**src/rtl/opaddr_pkg.sv**
```systemverilog
package opaddr_pkg;
  typedef enum logic [2:0] {
    AM_REG_IND   = 3'd0,
    AM_REG_DISP  = 3'd1,
    AM_POST_INC  = 3'd2,
    AM_PRE_DEC   = 3'd3,
    AM_ABS_SHORT = 3'd4,
    AM_ABS_LONG  = 3'd5,
    AM_PC_REL    = 3'd6,
    AM_MEM_IND   = 3'd7
  } amode_e;

  typedef enum logic {
    FS_IDLE = 1'b0,
    FS_WAIT = 1'b1
  } fetch_state_e;
endpackage

```
**src/rtl/opaddr_calc.sv**
```systemverilog
module opaddr_calc
  import opaddr_pkg::*;
#(
  parameter int AW = 16,
  parameter int SW = 8,
  parameter logic [AW-SW-1:0] HIGH_PAGE = '1
) (
  input  amode_e        mode_i,
  input  logic          word_i,
  input  logic [AW-1:0] reg_i,
  input  logic [AW-1:0] field_i,
  input  logic [AW-1:0] pc_i,
  output logic [AW-1:0] step_o,
  output logic [AW-1:0] ea_o,
  output logic [AW-1:0] ptr_o
);
  localparam int XW = AW - SW;

  logic [AW-1:0] short_sext;
  logic [AW-1:0] short_page;

  always_comb begin
    step_o     = word_i ? AW'(2) : AW'(1);
    short_sext = {{XW{field_i[SW-1]}}, field_i[SW-1:0]};
    short_page = {HIGH_PAGE, field_i[SW-1:0]};
    ptr_o      = {{XW{1'b0}}, field_i[SW-1:0]};
    case (mode_i)
      AM_REG_IND:   ea_o = reg_i;
      AM_REG_DISP:  ea_o = reg_i + field_i;
      AM_POST_INC:  ea_o = reg_i;
      AM_PRE_DEC:   ea_o = reg_i - step_o;
      AM_ABS_SHORT: ea_o = short_page;
      AM_ABS_LONG:  ea_o = field_i;
      AM_PC_REL:    ea_o = pc_i + short_sext;
      default:      ea_o = ptr_o;
    endcase
  end
endmodule

```
**src/rtl/opaddr_step.sv**
```systemverilog
module opaddr_step
  import opaddr_pkg::*;
#(
  parameter int AW = 16
) (
  input  amode_e        mode_i,
  input  logic [AW-1:0] reg_i,
  input  logic [AW-1:0] step_i,
  output logic          wb_req_o,
  output logic [AW-1:0] wb_val_o
);
  always_comb begin
    wb_req_o = (mode_i == AM_POST_INC) || (mode_i == AM_PRE_DEC);
    if (mode_i == AM_POST_INC) begin
      wb_val_o = reg_i + step_i;
    end else begin
      wb_val_o = reg_i - step_i;
    end
  end
endmodule

```
**src/rtl/opaddr_fetch.sv**
```systemverilog
module opaddr_fetch
  import opaddr_pkg::*;
#(
  parameter int AW = 16
) (
  input  logic          clk_i,
  input  logic          rst_ni,
  input  logic          launch_i,
  input  logic          word_i,
  input  logic [AW-1:0] ptr_i,
  input  logic          rd_valid_i,
  output logic          rd_req_o,
  output logic [AW-1:0] rd_addr_o,
  output logic          fin_o,
  output logic          fin_word_o
);
  fetch_state_e state_q, state_d;
  logic [AW-1:0] addr_q;
  logic          word_q;

  always_comb begin
    state_d = state_q;
    case (state_q)
      FS_IDLE: if (launch_i)   state_d = FS_WAIT;
      default: if (rd_valid_i) state_d = FS_IDLE;
    endcase
  end

  always_ff @(posedge clk_i or negedge rst_ni) begin
    if (!rst_ni) begin
      state_q <= FS_IDLE;
      addr_q  <= '0;
      word_q  <= 1'b0;
    end else begin
      state_q <= state_d;
      if (launch_i) begin
        addr_q <= ptr_i;
        word_q <= word_i;
      end
    end
  end

  assign rd_req_o   = (state_q == FS_WAIT);
  assign rd_addr_o  = addr_q;
  assign fin_o      = rd_req_o && rd_valid_i;
  assign fin_word_o = word_q;
endmodule

```
**src/rtl/opaddr_gen.sv**
```systemverilog
module opaddr_gen
  import opaddr_pkg::*;
#(
  parameter int AW = 16,
  parameter int SW = 8,
  parameter int SYNC_STAGES = 2
) (
  input  logic          clk_i,
  input  logic          rst_ni,
  input  logic          start_i,
  input  logic [2:0]    mode_i,
  input  logic          word_i,
  input  logic [AW-1:0] reg_i,
  input  logic [AW-1:0] field_i,
  input  logic [AW-1:0] pc_i,
  input  logic          rd_valid_i,
  input  logic [AW-1:0] rd_data_i,
  output logic [AW-1:0] ea_o,
  output logic          done_o,
  output logic          align_err_o,
  output logic          wb_en_o,
  output logic [AW-1:0] wb_val_o,
  output logic          rd_req_o,
  output logic [AW-1:0] rd_addr_o
);
  localparam int SMSB = SYNC_STAGES - 1;

  logic [SMSB:0] sync_q;
  logic          rst_sync_n;

  always_ff @(posedge clk_i or negedge rst_ni) begin
    if (!rst_ni) sync_q <= '0;
    else         sync_q <= {sync_q[SMSB-1:0], 1'b1};
  end
  assign rst_sync_n = sync_q[SMSB];

  amode_e        mode;
  logic [AW-1:0] step, calc_ea, ptr, wb_val_c;
  logic          wb_req, fin, fin_word;

  assign mode = amode_e'(mode_i);

  opaddr_calc #(.AW(AW), .SW(SW)) u_calc (
    .mode_i(mode), .word_i(word_i), .reg_i(reg_i), .field_i(field_i),
    .pc_i(pc_i), .step_o(step), .ea_o(calc_ea), .ptr_o(ptr)
  );

  opaddr_step #(.AW(AW)) u_step (
    .mode_i(mode), .reg_i(reg_i), .step_i(step),
    .wb_req_o(wb_req), .wb_val_o(wb_val_c)
  );

  logic take, single, launch;

  opaddr_fetch #(.AW(AW)) u_fetch (
    .clk_i(clk_i), .rst_ni(rst_sync_n), .launch_i(launch), .word_i(word_i),
    .ptr_i(ptr), .rd_valid_i(rd_valid_i), .rd_req_o(rd_req_o),
    .rd_addr_o(rd_addr_o), .fin_o(fin), .fin_word_o(fin_word)
  );

  logic [AW-1:0] ea_d;
  logic          ea_en, err_d, wb_en_d;
  logic [AW-1:0] ea_q, wb_val_q;
  logic          done_q, err_q, wb_en_q;

  always_comb begin
    take    = start_i && !rd_req_o;
    single  = take && (mode != AM_MEM_IND);
    launch  = take && (mode == AM_MEM_IND);
    ea_en   = single || fin;
    ea_d    = single ? calc_ea : rd_data_i;
    err_d   = (single ? word_i : fin_word) && ea_d[0];
    wb_en_d = single && wb_req && !err_d;
  end

  always_ff @(posedge clk_i or negedge rst_sync_n) begin
    if (!rst_sync_n) begin
      ea_q     <= '0;
      err_q    <= 1'b0;
      done_q   <= 1'b0;
      wb_en_q  <= 1'b0;
      wb_val_q <= '0;
    end else begin
      done_q  <= ea_en;
      wb_en_q <= wb_en_d;
      if (ea_en) begin
        ea_q  <= ea_d;
        err_q <= err_d;
      end
      if (single) wb_val_q <= wb_val_c;
    end
  end

  assign ea_o        = ea_q;
  assign done_o      = done_q;
  assign align_err_o = err_q;
  assign wb_en_o     = wb_en_q;
  assign wb_val_o    = wb_val_q;
endmodule

```
**config.mk**
```make
export PLATFORM = sky130hd
export DESIGN_NAME = opaddr_gen
export DESIGN_NICKNAME = d
export VERILOG_FILES = /design/src/rtl/opaddr_pkg.sv /design/src/rtl/opaddr_calc.sv /design/src/rtl/opaddr_step.sv /design/src/rtl/opaddr_fetch.sv /design/src/rtl/opaddr_gen.sv
export SDC_FILE = /design/constraint.sdc
export NUM_CORES = 1
export LEC_CHECK = 0
export ABC_CLOCK_PERIOD_IN_PS = 1550
export CORE_AREA = 4 4 102 104
export CTS_BUF_LIST = sky130_fd_sc_hd__clkbuf_8
export CTS_CLUSTER_DIAMETER = 200
export DETAILED_ROUTE_END_ITERATION = 16
export DIE_AREA = 0 0 106 108
export GPL_TIMING_DRIVEN = 0
export HOLD_SLACK_MARGIN = 0.12
export PLACE_DENSITY = 0.82
export SYNTH_ARGS = -nofsm -noshare
export SYNTH_HDL_FRONTEND = slang
export SYNTH_SLANG_ARGS = --single-unit
```
**constraint.sdc**
```tcl
create_clock -name clk_i -period 1.55 [get_ports clk_i]
set_input_delay 0.31 -clock clk_i [delete_from_list [all_inputs] [get_ports clk_i]]
set_output_delay 0.31 -clock clk_i [all_outputs]
set_load 0.02 [all_outputs]
```
==> results of run 1 <==
-- metal layers --
metal	wire [um]	vias to the layer above	share of wire [%]
met3	1934	98	9.2
met4	1077	0	5.1
met5	0	-	0
met1	8209	2803	39
li1	-	2574	-
met2	9866	391	47
-- power groups by stage --
| stage | clock, uW | sequential (uW) | combinational (uW) |
|---|---|---|---|
| after floorplan | 0 | 1850 | 1090 |
| after global placement | 0 | 1590 | 2320 |
| after detailed placement | 0 | 1590 | 2370 |
| after CTS | 971 | 1560 | 2490 |
| after global routing | 1020 | 1600 | 2990 |
| final | 979 | 1570 | 2830 |
-- metrics by stage --
| stage | hold WS, ns | setup WS, ns | instances | utilization, % |
|---|---|---|---|---|
| CTS | 0.1388 | -0.7652 | 904 | 75.10 |
| detailed placement | 0.2005 | -1.914 | 864 | 66.43 |
| floorplan | 0.01441 | -0.7551 | 617 | - |
| global route | 0.1401 | -0.7692 | 926 | 81.09 |
| global placement | 0.3408 | -1.925 | 863 | 66.21 |
| finish | 0.1320 | -0.7339 | 926 | 81.09 |
-- state kept, by name (all words and copies together) (netlist names) --
| name | cells |
|---|---|
| ea_o | 16 |
| wb_val_o | 16 |
| align_err_o | 1 |
| sync_q | 2 |
| u_fetch.rd_req_o | 1 |
| done_o | 1 |
| u_fetch.fin_word_o | 1 |
| u_fetch.rd_addr_o | 8 |
| wb_en_o | 1 |
-- final timing paths --
check / start / end / slack (ns) / cells after the start
max: reg_i[7] / ea_o[15] / -0.73 / 10
min reg2reg: sync_q[1] / u_fetch.fin_word_o / 0.20 / 0
max reg2reg: u_fetch.rd_req_o / align_err_o / -0.17 / 7
min: rst_ni / sync_q[1] / 0.13 / 1
max in group asynchronous: sync_q[1] / ea_o[11] / 0.84 / 1
min in group clk_i: field_i[1] / u_fetch.rd_addr_o[1] / 0.27 / 2
-- timing repair --
item | 4_1_cts | 5_1_grt
resized for setup | 281 | 123
cloned | 0 | 0
endpoints found under the setup margin | 89 | 44
pin swaps | 65 | 64
hold buffers | 0 | 0
setup buffers | 40 | 27
-- Yosys cell counts (9+ instances only) --
cell type  count
dfrtp_1       47
nor2_1        38
nor2b_1       10
and3_1         9
a21oi_1       41
xor2_1        22
nand2_1       77
buf_4         10
mux2_2        12
o21ai_0       49
a31oi_1       16
nor3_1        10
a211oi_1      10
ha_1          34
clkbuf_1      32
nand3_1        9
xnor2_1       23
inv_1         22
-- kinds of logic (layout without fill, tap and decap cells) --
logic type / after synthesis / in the layout / synth area share [%]
AOI/OAI and AO/OA: 191 / 191 / 25.45
other: 2 / 9 / 0.1570
muxes: 15 / 15 / 3.453
DFF: 47 / 47 / 24.59
xor gates and xnor gates: 45 / 45 / 8.239
adders and majority gates: 38 / 38 / 10.57
buffers and inverters: 68 / 244 / 6.356
and+or+nand+nor: 204 / 204 / 21.19
-- area by class of cell --
class                           count  area [um^2]
Buffer                             38        289.0
Clock buffer                        5        68.82
Clock inverter                      3        43.79
Fill cell                         592         1805
Inverter                           22        88.84
Multi-Input combinational cell    502         4297
Sequential cell                    47         1177
Tap cell                          133        166.4
Timing Repair Buffer              176         1613
==> results.md, run 1 <==
* Ranking of synthesized cells by area: dfrtp_1 (25%), ha_1 (8.9%), nand2_1 (6.0%), o21ai_0 (5.1%), a21oi_1 (4.3%)
* LEAKAGE at 0.003281 uW
* Switching share of power at 41.23%
* Post-synth top area cell: dfrtp_1
* Bufs on Longest Clock Path at 2
* GR Layer Usage met1 at 42.02%
* Max cap viols at 0
* Synth Flop Type: dfrtp_1
* Flops & latches, synth at 47
* TritonCTS clock tree: yes
* Synth cell types at 64
* Critical path capture point type: flip-flop
* Core Box Area at 0.009549 mm^2
* Critical path arrival at 2.49 ns
* Synth Warn # at 0
* Final Hold Fails at 0
* Antenna Nets Post-Route at 0
* Post-synthesis average cell area at 7.842 um^2
* First-pass GRT wire length at 29.83 mm
* Largest delay share family, worst path: simple AND/OR/NAND/NOR gates
* Share of layout cells above drive strength 1 at 36.95%
* DR WL/cell at 22.77 um
* Fin crit share at 147.3%
* Pint at 3162 uW
* GRT Overall Usage at 33.20%
* Clock transition at path regs at 0.10 ns
* Met3 Use GR at 5.910%
* Ys async rst share at 100.0%
* Cell Chain, Critical Path: buf_8 > buf_6 > or4_4 > or3_4 > buf_4 > nor4_4 > xnor2_1 > o22ai_1 > o41ai_1 > o311ai_1
* H-Tree Depth at 2
* IO Pins at 124
* Via/cell ratio at 6.335
* Dpl cell area at 0.006344 mm^2
* Die W at 106 um
* Failing checks: negative setup slack
* Top Usage Layer GRT: met2
* Die height at 108 um
* Clk root buf: clkbuf_8
* Sw Pwr at 2218 uW
* Setup TNS at -11.88 ns
* GR Layer Usage met2 at 57.01%
* Least-Margin Pin Slew at 0.5522 ns
* Crit path time final at 2.284 ns
* Post-Synthesis Cells at 610
* Die area at 0.01145 mm^2
* Largest net degree at the start of global routing at 32
* DRT Pass-1 Iters at 6
* Antenna cells at 0
* Area growth, synth to finish at 61.89%
* Endpoints failing setup at 31
* Most frequent cells in the layout: nand2_1 (71), buf_4 (59), dlygate4sd2_1 (48)
* GP Congestion at 0.9516
* Num CTS Buffers at 5
* Design Area, Final at 0.007744 mm^2
* Crit start category: primary input
* Crit path largest cell delay at 0.49 ns
* Total gr overflow at 0
* Vias in the first global route at 5,512
* Slew Limit Fails at 0
* Clock sinks at 47
* Max FO, Critical Path at 3
* Slowest CP cell: or4_4
* Slew margin rel. at 63.19%
* Latest clock arrival within the worst-skew pair at 0.32 ns
* FP Rows at 36
* Number of DRC markers in iteration 0 at 675
* Buf+Inv Stages, Crit Path at 3
* Initial Utilization at 50.09%
* VDD IR-drop max at 0.6055 mV
* DRC viols at 0
* PortBufs at 113
* Post-Route Skew at 0.01135 ns
* Clock share of power at 18.2%
* Comb pwr share at 52.7%
* Final WS setup at -0.7339 ns
* Outcome: finished, violations left
* Crit Path Class: primary input to flip-flop
* Hold Path Class: primary input to asynchronous set/reset pin
* Nets@finish at 902
* Hpwl dp at 13.59 mm
* RSZ-0062 raised after global routing: true
* Seq/Total Area, Yosys at 24.59%
* Via Count at 5,866
* PD cells at 694.7 mW/mm^2
* Worst Path Required at 1.75 ns
* Mapped Area at 0.004783 mm^2
* Sequential Power Share at 29.1%
* Design Power at 5379 uW
* Overall routed net length at 21.09 mm
* Most common cell after layout, fill and taps aside: nand2_1
* Max frequency at 437.9 MHz
* Initial antenna violation count at 0
* Yosys top cell area share at 24.59%
* Post-synth EDFFs at 0
(Power assumes the default switching activity.)
==> inputs of run 2 (changes only) <==
--- a/config.mk
+++ b/config.mk
@@ -14,6 +14,8 @@
 export GPL_TIMING_DRIVEN = 0
 export HOLD_SLACK_MARGIN = 0.12
 export PLACE_DENSITY = 0.82
+export RECOVER_POWER = 100
+export SLEW_MARGIN = 25
 export SYNTH_ARGS = -nofsm -noshare
 export SYNTH_HDL_FRONTEND = slang
 export SYNTH_SLANG_ARGS = --single-unit
==> run 2 against run 1 <==
The flow still finishes with violations (negative setup slack). Design area decreased by 0.44%. Core utilization shrank 0.35 points. Highest routed layer unchanged. Clock skew grew 0.0015 ns. Global-route usage is the same. Non-clock buffer count unchanged. First-iteration DRC count is 3.1% lower.
==> results.md, run 2 (same netlist as run 1, synthesis figures left out) <==
* Max frequency at 437.7 MHz (about the same)
* Max cap viols at 0 (unchanged)
* IO Pins at 124 (unchanged)
* Hold Path Class: primary input to asynchronous set/reset pin
* Fill cell count at 600 (+1.4%)
* Final Non-Filler Cells at 926 (unchanged)
* Design Power at 5368 uW (-0.21%)
* DR WL/cell at 22.80 um (about the same)
* Crit start category: primary input
* PD cells at 696.2 mW/mm^2 (+0.23%)
* Die W at 106 um (unchanged)
* Worst Path Required at 1.75 ns (about the same)
* Antenna Nets Post-Route at 0 (unchanged)
* Die height at 108 um (unchanged)
* DRC viols at 0 (unchanged)
* Total gr overflow at 0 (unchanged)
* Via Count at 5,880 (+0.24%)
* Least-Margin Pin Slew at 0.6672 ns (+0.1150 ns)
* Via/cell ratio at 6.350 (+0.24%)
* Antenna cells at 0 (unchanged)
* PortBufs at 113 (unchanged)
* FF/Latch Area at 0.001176 mm^2 (-0.11%)
* Initial antenna violation count at 0 (unchanged)
* Critical path arrival at 2.49 ns (about the same)
* Share of layout cells above drive strength 1 at 36.70% (-0.25 points)
* Core Box Area at 0.009549 mm^2 (unchanged)
* Post-Route Skew at 0.01284 ns (+0.001487 ns)
* Post-Route Utilization at 80.74% (-0.35 points)
* Final Hold Slack at 0.2065 ns (+0.07452 ns)
* FP Rows at 36 (unchanged)
* Clk root buf: clkbuf_8
* Hold_buf cts at 0 (unchanged)
* Placed cells at 864 (unchanged)
* Reg2Reg Setup Slack at -0.30 ns (-0.13 ns)
* Crit Path Class: primary input to flip-flop
* DRT Pass-1 Iters at 6 (unchanged)
* H-Tree Depth at 2 (unchanged)
* Most common cell after layout, fill and taps aside: nand2_1
* First-pass GRT wire length at 29.83 mm (unchanged)
* Worst r2r src: u_fetch.rd_req_o
* TritonCTS clock tree: yes
* Critical R2R Capture: ea_o[3]
* Die area at 0.01145 mm^2 (unchanged)
* Clock transition at path regs at 0.11 ns (about the same)
* Number of DRC markers in iteration 0 at 654 (-3.1%)
* GRT Overall Usage at 33.20% (unchanged)
* Critical path capture point type: flip-flop
* Latest clock arrival within the worst-skew pair at 0.32 ns (about the same)
* LEAKAGE at 0.003271 uW (-0.31%)
* Max FO, Critical Path at 8 (+5)
* Largest net degree at the start of global routing at 32 (unchanged)
* Fin crit share at 147.4% (about the same)
* Initial Utilization at 50.09% (unchanged)
* GP Congestion at 0.9516 (unchanged)
* Overall routed net length at 21.11 mm (about the same)
* Bufs on Longest Clock Path at 2 (unchanged)
* Crit path time final at 2.285 ns (+0.0008550 ns)
* Clock sinks at 47 (unchanged)
* Nets@finish at 902 (unchanged)
* Final WS setup at -0.7347 ns (-0.0008550 ns)
* Outcome: finished, violations left
* Slew margin rel. at 55.52% (-7.7 points)
* Endpoints failing setup at 43 (+39%)
* VDD IR-drop max at 0.6040 mV (-0.24%)
* Final Hold Fails at 0 (unchanged)
* Multi-input gate area at 0.004284 mm^2 (-0.29%)
* Area growth, synth to finish at 61.18%
* Slew Limit Fails at 0 (unchanged)
* Most frequent cells in the layout: nand2_1 (72), buf_4 (59), dlygate4sd2_1 (48)
* Hpwl dp at 13.59 mm (unchanged)
* RSZ-0062 raised after global routing: true
* FF-to-FF path depth at 6 (-1)
* Vias in the first global route at 5,512 (unchanged)
* Num CTS Buffers at 5 (unchanged)
* Failing checks: negative setup slack
[run 2: cell types whose count changed in the layout (fill, tap and decap cells not counted), sizes merged]
| cell | change |
|---|---|
| buf | -2 |
| clkbuf | +2 |
| clkdlybuf4s50 | -1 |
| dlygate4sd3 | +1 |
[run 2: per-layer routing]
metal  global-route usage (%)  share of wire (%)  up-vias
li1                         -                  -     2575
met1                    42.02                 39     2816
met2                    57.01                 47      401
met3                    5.910                8.7       88
met4                    12.21                5.1        0
met5                        0                  0        -
[run 2: metrics by stage]
stage	instance area (um^2)	setup TNS, ns	worst slack [ns]
finish	7710	-13.37	-0.7347
global route	7710	-15.18	-0.7692
CTS	7172	-10.63	-0.7652
detailed placement	6344	-59.66	-1.914
global placement	6322	-77.48	-1.925
floorplan	5025	-9.763	-0.7551
[run 2: timing repair]
action,4_1_cts,5_1_grt
pin swaps,65,64
buffers inserted,40,27
setup endpoints to repair,89,44
gates resized for setup,281,123
endpoints found under the hold margin,0,0
[run 2: worst max-delay path by stage]
stage / start / endpoint / slack (ns)
finish: reg_i[11] / ea_o[15] / -0.73
global route: reg_i[7] / ea_o[15] / -0.77
global placement: field_i[7] / ea_o[15] / -1.93
detailed placement: field_i[7] / ea_o[15] / -1.91
CTS: reg_i[3] / ea_o[15] / -0.77
floorplan: reg_i[6] / ea_o[15] / -0.76
[run 2: final cells by class]
class,instances,share of cell area (%)
timing repair buffer,176,20.76
tap,133,2.158
sequential,47,15.25
clock buffer,5,0.8926
buffer,38,3.651
multi-input combinational,502,55.57
clock inverter,3,0.5680
inverter,22,1.152
[run 2: power breakdown]
group | internal, uW | switching, uW | total, uW | leakage [uW]
Clock | 482 | 498 | 980 | 0.0000581
Combinational | 1230 | 1600 | 2820 | 0.00265
Sequential | 1440 | 124 | 1560 | 0.000564
Total | 3150 | 2220 | 5370 | 0.00327
[run 2: critical path: stages]
cell	delay (ns)
clkdlybuf4s50_1	0.46
buf_2	0.22
or3_4	0.43
buf_4	0.15
nor4_4	0.13
xnor2_1	0.17
o22ai_1	0.11
o41ai_1	0.36
o311ai_1	0.15
==> inputs of run 3 (changes only) <==
--- a/config.mk
+++ b/config.mk
@@ -5,15 +5,16 @@
 export SDC_FILE = /design/constraint.sdc
 export NUM_CORES = 1
 export LEC_CHECK = 0
-export ABC_CLOCK_PERIOD_IN_PS = 1550
-export CORE_AREA = 4 4 102 104
+export ABC_CLOCK_PERIOD_IN_PS = 2500
+export CORE_AREA = 4 4 99 101
 export CTS_BUF_LIST = sky130_fd_sc_hd__clkbuf_8
 export CTS_CLUSTER_DIAMETER = 200
 export DETAILED_ROUTE_END_ITERATION = 16
-export DIE_AREA = 0 0 106 108
+export DIE_AREA = 0 0 103 105
+export DONT_BUFFER_PORTS = 1
 export GPL_TIMING_DRIVEN = 0
 export HOLD_SLACK_MARGIN = 0.12
-export PLACE_DENSITY = 0.82
+export PLACE_DENSITY = 0.69
 export RECOVER_POWER = 100
 export SLEW_MARGIN = 25
 export SYNTH_ARGS = -nofsm -noshare
==> constraint.sdc (replaced) <==
create_clock -name clk_i -period 2.5 [get_ports clk_i]
set_input_delay 0.5 -clock clk_i [delete_from_list [all_inputs] [get_ports clk_i]]
set_output_delay 0.5 -clock clk_i [all_outputs]
set_load 0.02 [all_outputs]
==> run 3 against run 2 <==
The flow now finishes without violations. Final cell count is 20% lower. Combinational power fell by 69%. Routed wire length fell by 25%. Sequential cell count unchanged. Power down 51%. Critical path depth shrank 1. Die area is 5.5% lower. Sequential power is 26% lower. Register-to-register slack better by 0.54 ns. Clock power fell by 39%. Via count decreased by 20%. Largest power group is now registers.
==> results.md, run 3 (same netlist as run 1, synthesis figures left out) <==
* LEAKAGE at 0.002171 uW (-34%)
* Outcome: complete, no violations
* Die height at 105 um (-2.8%)
* Vias in the first global route at 4,550 (-17%)
* Clock share of power at 22.9% (+4.6 points)
* Post-Place Setup Slack at -0.5612 ns (+1.353 ns)
* Final WS setup at 0.1153 ns (+0.8500 ns)
* Post-Route Utilization at 57.49% (-23 points)
* Clock transition at path regs at 0.11 ns (about the same)
* Max frequency at 419.3 MHz
* Critical path capture point type: flip-flop
* Final Hold Slack at 0.2703 ns (+0.06381 ns)
* Die area at 0.01082 mm^2 (-5.5%)
* RSZ-0062 raised after global routing: false
* Via Count at 4,729 (-20%)
* IO Pins at 124 (unchanged)
* GRT Overall Usage at 28.82% (-4.4 points)
* GP Congestion at 0.9815 (+3.1%)
* Total gr overflow at 0 (unchanged)
* Antenna Nets Post-Route at 0 (unchanged)
* Final Hold Fails at 0 (unchanged)
* Max FO, Critical Path at 12 (+4)
* Num CTS Buffers at 5 (unchanged)
* PortBufs at 0 (-100%)
* H-Tree Depth at 2 (unchanged)
* Crit Path Class: primary input to flip-flop
* Least-Margin Pin Slew at 1.368 ns (+0.7006 ns)
* Bufs on Longest Clock Path at 2 (unchanged)
* Clock sinks at 47 (unchanged)
* Slew Limit Fails at 0 (unchanged)
* PD cells at 506.2 mW/mm^2 (-27%)
* VDD IR-drop max at 0.3458 mV (-43%)
* Largest net degree at the start of global routing at 32 (unchanged)
* Area growth, synth to finish at 8.423%
* Crit start category: primary input
* Worst Path Required at 2.68 ns (+0.93 ns)
* Slew margin rel. at 8.668% (-47 points)
* Sw Pwr at 1084 uW (-51%)
* Switching share of power at 41.28% (about the same)
* Initial Utilization at 53.02% (+2.9 points)
* Nets@finish at 735 (-19%)
* Hold Path Class: flip-flop to asynchronous set/reset pin
* Antenna cells at 0 (unchanged)
* Via/cell ratio at 6.417 (+1.0%)
* Initial antenna violation count at 0 (unchanged)
* Sequential Power Share at 43.9% (+15 points)
* FP Rows at 35 (-2.8%)
* TritonCTS clock tree: yes
* Endpoints failing setup at 0 (-100%)
* Number of DRC markers in iteration 0 at 309 (-53%)
* Latest clock arrival within the worst-skew pair at 0.32 ns (about the same)
* Post-Route Skew at 0.01791 ns (+0.005074 ns)
* Die W at 103 um (-2.8%)
* DR WL/cell at 21.35 um (-6.3%)
* Core Box Area at 0.009021 mm^2 (-5.5%)
* First-pass GRT wire length at 24.50 mm (-18%)
* Most frequent cells in the layout: nand2_1 (75), o21ai_0 (50), dfrtp_1 (47)
* DRC viols at 0 (unchanged)
* Overall routed net length at 15.74 mm (-25%)
* Comb pwr share at 33.3% (-19 points)
* Clk root buf: clkbuf_8
* DRT Pass-1 Iters at 5 (-1)
* Crit path time final at 2.385 ns
* Fin crit share at 95.39%
* Setup TNS at 0 ns (+13.37 ns)
* Hpwl dp at 12.66 mm (-6.9%)
* Critical path arrival at 2.57 ns (+0.08 ns)
* Max cap viols at 0 (unchanged)
* Most common cell after layout, fill and taps aside: nand2_1
* Share of layout cells above drive strength 1 at 11.18% (-26 points)
* Pint at 1541 uW (-51%)
-- run 3: area by class of cell --
type / instances / area, um^2
sequential: 47 / 1176
multi-input combinational: 502 / 3422
inverter: 22 / 82.58
timing repair buffer: 3 / 30.03
tap: 111 / 138.9
fill: 868 / 3835
clock inverter: 3 / 43.79
clock buffer: 5 / 68.82
buffer: 44 / 224.0
-- run 3: power groups by stage --
stage	sequential [uW]	clock, uW	combinational, uW
6_report	1150	600	873
5_1_grt	1180	648	969
4_1_cts	1160	608	851
3_5_place_dp	1170	0	841
3_3_place_gp	1180	0	813
2_1_floorplan	1150	0	640
-- run 3: timing repair --
item | 4_1_cts | 5_1_grt
endpoints found under the hold margin | 2 | 0
buffers inserted | 0 | 1
hold buffers | 1 | 0
endpoints found under the setup margin | 5 | 12
pin swaps | 0 | 3
resized for setup | 8 | 20
-- run 3: worst paths after layout --
path / cells after the start / end / slack, ns / from
hold reg to reg: 0 / u_fetch.fin_word_o / 0.27 / sync_q[1]
setup / recovery: 8 / ea_o[15] / 0.12 / field_i[7]
min in group clk_i: 1 / u_fetch.rd_req_o / 0.27 / rd_valid_i
max in group asynchronous: 1 / align_err_o / 0.47 / sync_q[1]
setup reg to reg: 7 / wb_en_o / 0.24 / u_fetch.rd_req_o
hold / removal: 0 / u_fetch.fin_word_o / 0.27 / sync_q[1]
-- run 3: per-layer routing --
metal / global-route usage [%] / part of all wire [%] / wire (um) / vias to the layer above
met5: 0 / 0 / 0 / -
met4: 7.031 / 1.8 / 280 / 0
met3: 7.076 / 9.1 / 1435 / 22
met2: 44.87 / 45 / 7155 / 220
met1: 39.79 / 44 / 6866 / 2241
li1: - / - / - / 2246
-- run 3: worst max-delay path, cell delays in order --
cell,delay [ns]
ha_1,0.26
clkbuf_1,0.21
a21oi_2,0.23
nand2_1,0.10
o41ai_2,0.45
o311ai_0,0.26
o41ai_2,0.41
o311ai_1,0.14
-- run 3: through the flow --
step | total power [uW] | instance area, um^2 | instances
2_1_floorplan | 1787 | 4832 | 617
5_1_grt | 2794 | 5186 | 737
3_3_place_gp | 1993 | 4971 | 728
6_report | 2625 | 5186 | 737
4_1_cts | 2616 | 5132 | 737
3_5_place_dp | 2014 | 4992 | 729
